$ cat src/rtl/i2c_tgt_pkg.sv
package i2c_tgt_pkg;

  localparam int BYTE_BITS = 8;

  localparam logic [1:0] DST_NONE = 2'b00;
  localparam logic [1:0] DST_VOL  = 2'b01;
  localparam logic [1:0] DST_NV   = 2'b10;

  typedef enum logic [2:0] {
    ST_IDLE,
    ST_ADDR,
    ST_CMD,
    ST_DATA,
    ST_RDATA,
    ST_HOLD
  } eng_state_t;

  typedef struct packed {
    logic       is_write;
    logic       is_xfer;
    logic       is_rdsel;
    logic [1:0] dst;
    logic [3:0] regsel;
  } cmd_dec_t;

endpackage

$ cat src/rtl/i2c_line_sync.sv
module i2c_line_sync #(
  parameter int STAGES = 2
) (
  input  logic clk,
  input  logic rst,
  input  logic scl_i,
  input  logic sda_i,
  output logic scl_o,
  output logic sda_o,
  output logic scl_rise_o,
  output logic scl_fall_o,
  output logic start_o,
  output logic stop_o
);

  localparam int LINES = 2;

  logic [LINES-1:0] raw;
  logic [LINES-1:0] lvl;

  assign raw = {scl_i, sda_i};

  for (genvar g = 0; g < LINES; g++) begin : g_line
    logic [STAGES-1:0] chain;
    always_ff @(posedge clk) begin
      if (rst) chain <= '1;
      else     chain <= {chain[STAGES-2:0], raw[g]};
    end
    assign lvl[g] = chain[STAGES-1];
  end

  logic scl_d, sda_d, start_seen;

  assign scl_o      = lvl[1];
  assign sda_o      = lvl[0];
  assign scl_rise_o = lvl[1] & ~scl_d;
  assign scl_fall_o = ~lvl[1] & scl_d;
  assign start_o    = lvl[1] & scl_d & sda_d & ~lvl[0];
  assign stop_o     = lvl[1] & scl_d & ~sda_d & lvl[0] & ~start_seen;

  always_ff @(posedge clk) begin
    if (rst) begin
      scl_d      <= 1'b1;
      sda_d      <= 1'b1;
      start_seen <= 1'b0;
    end else begin
      scl_d <= lvl[1];
      sda_d <= lvl[0];
      if (start_o)         start_seen <= 1'b1;
      else if (scl_fall_o) start_seen <= 1'b0;
    end
  end

endmodule

$ cat src/rtl/i2c_cmd_decode.sv
module i2c_cmd_decode
  import i2c_tgt_pkg::*;
(
  input  logic [BYTE_BITS-1:0] cmd_i,
  output cmd_dec_t             dec_o
);

  logic [1:0] cls;
  logic [1:0] dst;
  logic [3:0] rsel;
  logic       all_sel;
  logic       all_ok;

  assign cls     = cmd_i[7:6];
  assign dst     = cmd_i[5:4];
  assign rsel    = cmd_i[3:0];
  assign all_sel = (rsel == 4'hF);
  assign all_ok  = !all_sel || (dst == DST_VOL);

  always_comb begin
    dec_o.dst      = dst;
    dec_o.regsel   = rsel;
    dec_o.is_write = (cls == 2'b00) && (dst != DST_NONE) && all_ok;
    dec_o.is_xfer  = (cls == 2'b00) && (dst == DST_NONE) && all_ok;
    dec_o.is_rdsel = (cls == 2'b10) && ((dst == DST_VOL) || (dst == DST_NV)) && !all_sel;
  end

endmodule

$ cat src/rtl/i2c_byte_engine.sv
module i2c_byte_engine
  import i2c_tgt_pkg::*;
#(
  parameter int                 PREFIX_W = 3,
  parameter logic [PREFIX_W-1:0] PREFIX  = 3'b010,
  parameter int                 STRAP_W  = 4
) (
  input  logic               clk,
  input  logic               rst,
  input  logic               sda_s,
  input  logic               scl_rise,
  input  logic               scl_fall,
  input  logic               start,
  input  logic               stop,
  input  logic [STRAP_W-1:0] strap_i,
  input  logic               busy_i,
  input  logic [7:0]         rd_data_i,
  output logic               sda_oe_o,
  output logic               cmd_valid_o,
  output logic               cmd_xfer_o,
  output logic [1:0]         cmd_dst_o,
  output logic [3:0]         cmd_reg_o,
  output logic [7:0]         cmd_data_o,
  output logic [1:0]         rd_dst_o,
  output logic [3:0]         rd_reg_o
);

  localparam int ADDR_W = PREFIX_W + STRAP_W;
  localparam int CNT_W  = $clog2(BYTE_BITS + 1);
  localparam logic [CNT_W-1:0] LAST_BIT = CNT_W'(BYTE_BITS - 1);
  localparam logic [CNT_W-1:0] ACK_SLOT = CNT_W'(BYTE_BITS);

  eng_state_t           st;
  logic [CNT_W-1:0]     bitcnt;
  logic [BYTE_BITS-1:0] shreg;
  logic [BYTE_BITS-1:0] byte_now;
  logic                 ack_q;
  logic                 rw_q;
  cmd_dec_t             cmd_q;
  cmd_dec_t             dec;
  logic [ADDR_W-1:0]    own_addr;

  assign byte_now = {shreg[BYTE_BITS-2:0], sda_s};
  assign own_addr = {PREFIX, strap_i};

  i2c_cmd_decode u_dec (
    .cmd_i (byte_now),
    .dec_o (dec)
  );

  always_ff @(posedge clk) begin
    if (rst) begin
      st          <= ST_IDLE;
      bitcnt      <= '0;
      shreg       <= '0;
      ack_q       <= 1'b0;
      rw_q        <= 1'b0;
      cmd_q       <= '0;
      sda_oe_o    <= 1'b0;
      cmd_valid_o <= 1'b0;
      cmd_xfer_o  <= 1'b0;
      cmd_dst_o   <= '0;
      cmd_reg_o   <= '0;
      cmd_data_o  <= '0;
      rd_dst_o    <= '0;
      rd_reg_o    <= '0;
    end else begin
      cmd_valid_o <= 1'b0;
      if (start) begin
        st       <= ST_ADDR;
        bitcnt   <= '0;
        ack_q    <= 1'b0;
        cmd_q    <= '0;
        sda_oe_o <= 1'b0;
      end else if (stop) begin
        if (st == ST_DATA && bitcnt <= CNT_W'(1) && cmd_q.is_xfer) begin
          cmd_valid_o <= 1'b1;
          cmd_xfer_o  <= 1'b1;
          cmd_dst_o   <= DST_NONE;
          cmd_reg_o   <= cmd_q.regsel;
          cmd_data_o  <= '0;
        end
        st       <= ST_IDLE;
        ack_q    <= 1'b0;
        sda_oe_o <= 1'b0;
      end else if (scl_rise) begin
        unique case (st)
          ST_ADDR, ST_CMD, ST_DATA: begin
            if (bitcnt != ACK_SLOT) begin
              shreg  <= byte_now;
              bitcnt <= bitcnt + 1'b1;
              if (st == ST_DATA && bitcnt == CNT_W'(1)) cmd_q.is_xfer <= 1'b0;
              if (bitcnt == LAST_BIT) begin
                unique case (st)
                  ST_ADDR: begin
                    ack_q <= (byte_now[BYTE_BITS-1:1] == own_addr) && !busy_i;
                    rw_q  <= byte_now[0];
                  end
                  ST_CMD: begin
                    ack_q <= 1'b1;
                    cmd_q <= dec;
                    if (dec.is_rdsel) begin
                      rd_dst_o <= dec.dst;
                      rd_reg_o <= dec.regsel;
                    end
                  end
                  default: begin
                    ack_q <= 1'b1;
                    if (cmd_q.is_write) begin
                      cmd_valid_o <= 1'b1;
                      cmd_xfer_o  <= 1'b0;
                      cmd_dst_o   <= cmd_q.dst;
                      cmd_reg_o   <= cmd_q.regsel;
                      cmd_data_o  <= byte_now;
                    end
                  end
                endcase
              end
            end else begin
              bitcnt <= '0;
              ack_q  <= 1'b0;
              unique case (st)
                ST_ADDR: begin
                  if (!ack_q)    st <= ST_IDLE;
                  else if (rw_q) begin
                    st    <= ST_RDATA;
                    shreg <= rd_data_i;
                  end else       st <= ST_CMD;
                end
                ST_CMD:  st <= ST_DATA;
                default: st <= ST_HOLD;
              endcase
            end
          end
          ST_RDATA: begin
            if (bitcnt != ACK_SLOT) begin
              shreg  <= {shreg[BYTE_BITS-2:0], 1'b0};
              bitcnt <= bitcnt + 1'b1;
            end else begin
              st     <= ST_HOLD;
              bitcnt <= '0;
            end
          end
          default: ;
        endcase
      end else if (scl_fall) begin
        if (st == ST_RDATA) sda_oe_o <= (bitcnt != ACK_SLOT) && !shreg[BYTE_BITS-1];
        else                sda_oe_o <= (bitcnt == ACK_SLOT) && ack_q;
      end
    end
  end

endmodule

$ cat src/rtl/i2c_cmd_target.sv
module i2c_cmd_target
  import i2c_tgt_pkg::*;
#(
  parameter int                  SYNC_STAGES = 2,
  parameter int                  PREFIX_W    = 3,
  parameter logic [PREFIX_W-1:0] PREFIX      = 3'b010,
  parameter int                  STRAP_W     = 4
) (
  input  logic               clk,
  input  logic               rst,
  input  logic               scl_i,
  input  logic               sda_i,
  output logic               sda_oe_o,
  input  logic [STRAP_W-1:0] strap_i,
  input  logic               bank_busy_i,
  output logic               cmd_valid_o,
  output logic               cmd_xfer_o,
  output logic [1:0]         cmd_dst_o,
  output logic [3:0]         cmd_reg_o,
  output logic [7:0]         cmd_data_o,
  output logic [1:0]         rd_dst_o,
  output logic [3:0]         rd_reg_o,
  input  logic [7:0]         rd_data_i
);

  logic scl_sync, sda_sync, scl_rise, scl_fall, bus_start, bus_stop;

  i2c_line_sync #(.STAGES(SYNC_STAGES)) u_sync (
    .clk        (clk),
    .rst        (rst),
    .scl_i      (scl_i),
    .sda_i      (sda_i),
    .scl_o      (scl_sync),
    .sda_o      (sda_sync),
    .scl_rise_o (scl_rise),
    .scl_fall_o (scl_fall),
    .start_o    (bus_start),
    .stop_o     (bus_stop)
  );

  i2c_byte_engine #(
    .PREFIX_W (PREFIX_W),
    .PREFIX   (PREFIX),
    .STRAP_W  (STRAP_W)
  ) u_eng (
    .clk         (clk),
    .rst         (rst),
    .sda_s       (sda_sync),
    .scl_rise    (scl_rise),
    .scl_fall    (scl_fall),
    .start       (bus_start),
    .stop        (bus_stop),
    .strap_i     (strap_i),
    .busy_i      (bank_busy_i),
    .rd_data_i   (rd_data_i),
    .sda_oe_o    (sda_oe_o),
    .cmd_valid_o (cmd_valid_o),
    .cmd_xfer_o  (cmd_xfer_o),
    .cmd_dst_o   (cmd_dst_o),
    .cmd_reg_o   (cmd_reg_o),
    .cmd_data_o  (cmd_data_o),
    .rd_dst_o    (rd_dst_o),
    .rd_reg_o    (rd_reg_o)
  );

endmodule

$ cat config.mk
export PLATFORM = sky130hd
export DESIGN_NAME = i2c_cmd_target
export DESIGN_NICKNAME = d
export VERILOG_FILES = /design/src/rtl/i2c_tgt_pkg.sv /design/src/rtl/i2c_line_sync.sv /design/src/rtl/i2c_cmd_decode.sv /design/src/rtl/i2c_byte_engine.sv /design/src/rtl/i2c_cmd_target.sv
export SDC_FILE = /design/constraint.sdc
export NUM_CORES = 1
export LEC_CHECK = 0
export ABC_AREA = 1
export BUFFER_PORTS_ARGS = -buffer_cell sky130_fd_sc_hd__clkbuf_2
export CAP_MARGIN = 25
export CORE_MARGIN = 1
export CORE_UTILIZATION = 40
export CTS_CLUSTER_SIZE = 25
export DETAILED_ROUTE_END_ITERATION = 8
export GPL_TIMING_DRIVEN = 0
export PLACE_DENSITY_LB_ADDON = 0.05
export SLEW_MARGIN = 20
export SYNTH_ARGS = -nofsm -noshare
export SYNTH_HDL_FRONTEND = slang
export SYNTH_SLANG_ARGS = --single-unit
$ cat constraint.sdc
create_clock -name clk -period 2.8 [get_ports clk]
set_clock_uncertainty 0.15 [all_clocks]
set_input_delay 0 -clock clk [delete_from_list [all_inputs] [get_ports clk]]
set_output_delay 0 -clock clk [all_outputs]
set_load 0.03 [all_outputs]
==> metrics.txt <==
status=finished with violations; failing checks=design-rule violations; Cells after Synth=between 300 and 400; Slew HR=58.9%; max-slew violations=0; Critical Path Start Type=flop; register area share after synthesis=40.7%; layout cell share with drive strength beyond 1=24.5%; CTS root buf=clkbuf_8; Post-synth EDFFs=0; Crit-path slowest cell=dfxtp_1; clk buf depth=2; clock sinks=55; port buffer count=39; Area Growth Syn to Fin=19.1%; CTS tree=done; DRT Pass-1 Iters=6; post-synthesis mux area share=0%; die area=7100 um^2; finished layout cell area=between 3000 and 4000 um^2; Clock Latency Late Sink=approximately 300 ps; H-tree levels=2; first-pass GRT wire length=between 10 and 15 mm; adder-cell share of the synthesized area=2.31%; simple-gate area share of the yosys netlist=33.4%; Final Cycle Share=68.0%; TNS Setup=0 ps; gr usage total=18.9%; post-synthesis compound-gate area fraction=roughly 15%; final WL=6.21 mm; number of remaining DRC errors=7; Placer Congestion=roughly 0.8; Final setup viols=0; #FFs+latches synth=55; Post-Synth XOR/XNOR Area=0.647%; Cell Pwr Density=418 nW/um^2; largest net degree at the start of global routing=17; worst path buffer plus inverter count=4; Achievable Freq=525 MHz; DP Area=3000 um^2; core area=~6400 um^2; Worst Path Arrival=1950 ps; r2r setup slk=900 ps; hold_ws=1.27 ps; Clock Pin Slew Worst Setup and Hold Paths=100 ps; fraction of registers with async set/reset=0%; I/O pin count=40; RSZ-0062 raised after global routing=no; DR iter-0 viols=135; Worst path max stage delay=390 ps; Lkg Pwr=1.35 nW; Worst-Margin Slew=617 ps; dpl hpwl=between 4 and 5 mm; Max Fanout on Critical Path=10; total CTS buffers=5; crit-path leading delay family=buffers and inverters; Min Clock Period, post-route=about 1900 ps; Worst Setup End Kind=flop; maximum VDD drop=0.000209 V; Vias=2440; pre-CTS setup slack=895 ps; area of the mapped netlist=2710 um^2; Worst EP required=roughly 2800 ps; Main synth FF type=dfxtp_1; routed length per instance=roughly 12 um; Netlist cell types=30; Initial Util=between 40% and 50%; critical path class=flop to flop; Nets=446; Synth Net Count=slightly below 400; final hold vios=0; vias in the first global route=2295; GR Overflow Total=0; type of the most critical hold path=input pin to flop; post-synthesis average cell area=7.41 um^2; post-route setup slack=895 ps; Non-Filler Instances=502; DR vias/cell=4.86; die height=approximately 84 um; CP cell instances=inv_1 > ha_1 > nand3_2 > inv_2 > nand2_1 > inv_2 > buf_4 > a21oi_1 > a21oi_1; Yosys Warn Count=0; Die Width=84.3 um; DRT antenna net count=0; max cap viols=0; initial antenna violation count=0; main combinational cell family by area after synthesis=simple AND/OR/NAND/NOR gates; Diodes inserted=0; Site Rows=29; Post-Place Cells=a little under 500
[sequential cells by signal (all words and copies together), names as in the netlist, 3 cells and up]
signal,cells
u_eng.bitcnt,4
u_eng.cmd_data_o,8
u_eng.cmd_q,8
u_eng.cmd_reg_o,4
u_eng.rd_reg_o,4
u_eng.shreg,8
u_eng.st,3
u_sync.g_line.chain,4
[worst paths after layout]
kind | from | end | cells after the start
max | u_eng.bitcnt[0] | u_eng.sda_oe_o | 9
min | rd_data_i[0] | u_eng.shreg[0] | 5
max reg2reg | u_eng.bitcnt[0] | u_eng.sda_oe_o | 9
min reg2reg | u_sync.g_line[0].chain[0] | u_sync.g_line[0].chain[1] | 1
[cell type report]
cell class,instances,area [um^2]
fillers,661,3200
multi-input cells,261,1380
flip-flops and latches,55,1100
repair buffers,52,325
inverters,40,150
well taps,77,96.3
clock buffers,7,86.3
plain buffers,9,75.1
clock inverters,1,8.76
[Yosys cell counts, types with 2 or more instances]
master     n  area [um^2]
nor2_2     2         12.5
o21ai_0   30          150
buf_6      5         56.3
nand2_2    4         25.0
nor2_1    58          218
nand3_4    2         35.0
clkbuf_1   3         11.3
nand2_4    2         22.5
inv_1     25         93.8
inv_2     15         56.3
ha_1       5         62.6
nor2_4     4         45.0
a21oi_1   30          150
nand3_1   16         80.1
o21ai_1    9         45.0
or2_2      4         25.0
a21oi_2    5         43.8
dfxtp_1   55         1100
nand2_1   66          248
nand3_2   12          120
nor3_1     4         20.0
[power breakdown]
part	switching [mW]	leakage (nW)	internal [mW]	total [mW]
sequential	0.00561	0.444	0.788	0.794
combinational	0.0531	0.861	0.0392	0.0922
clock	0.258	0.0484	0.203	0.462
[placed cells by master, fill, tap and decap left out, types with 13 or more instances in the layout]
cell type	instances
a21oi_1	30
clkbuf_2	39
dfxtp_1	55
dlygate4sd3_1	13
inv_1	25
inv_2	15
nand2_1	66
nand3_1	16
nor2_1	58
o21ai_0	30
[cell families (layout without fill, tap and decap cells)]
logic type	Yosys count	after routing
xor+xnor	2	2
compound gates	75	75
flops	55	55
fa+ha+maj	5	5
buf+inv	49	109
simple gates	179	179
[layer usage]
metal | part of all wire [%] | routed length [um] | up-vias | global-route usage, %
met5 | 0 | 0 | - | 0
met4 | 0.95 | 59 | 0 | 5.02
met3 | 2.7 | 170 | 6 | 2.46
met2 | 45 | 2820 | 42 | 31.1
met1 | 51 | 3160 | 1099 | 26.3
li1 | - | - | 1293 | -
[through the flow]
stage,power [mW],utilization [%]
6_report,1.35,50.2
5_1_grt,1.41,50.2
4_1_cts,1.37,50.2
3_5_place_dp,0.890,46.7
3_3_place_gp,0.890,46.7
2_1_floorplan,0.861,-
[worst register-to-register path: cells and delay by family (launching register included)]
family | cells | cell delay, ps
and+or+nand+nor | 2 | 270
adders and majority gates | 1 | 220
buffers and inverters | 4 | 410
AOI/OAI and AO/OA | 2 | 360
DFF | 1 | 390
[repair_timing]
action	4_1_cts	5_1_grt
endpoints found under the hold margin	14	0
setup endpoints to repair	0	0
hold buffers	13	0
setup buffers	0	0
gates resized for setup	0	0
No activity file was read; power rests on OpenSTA's default activity.
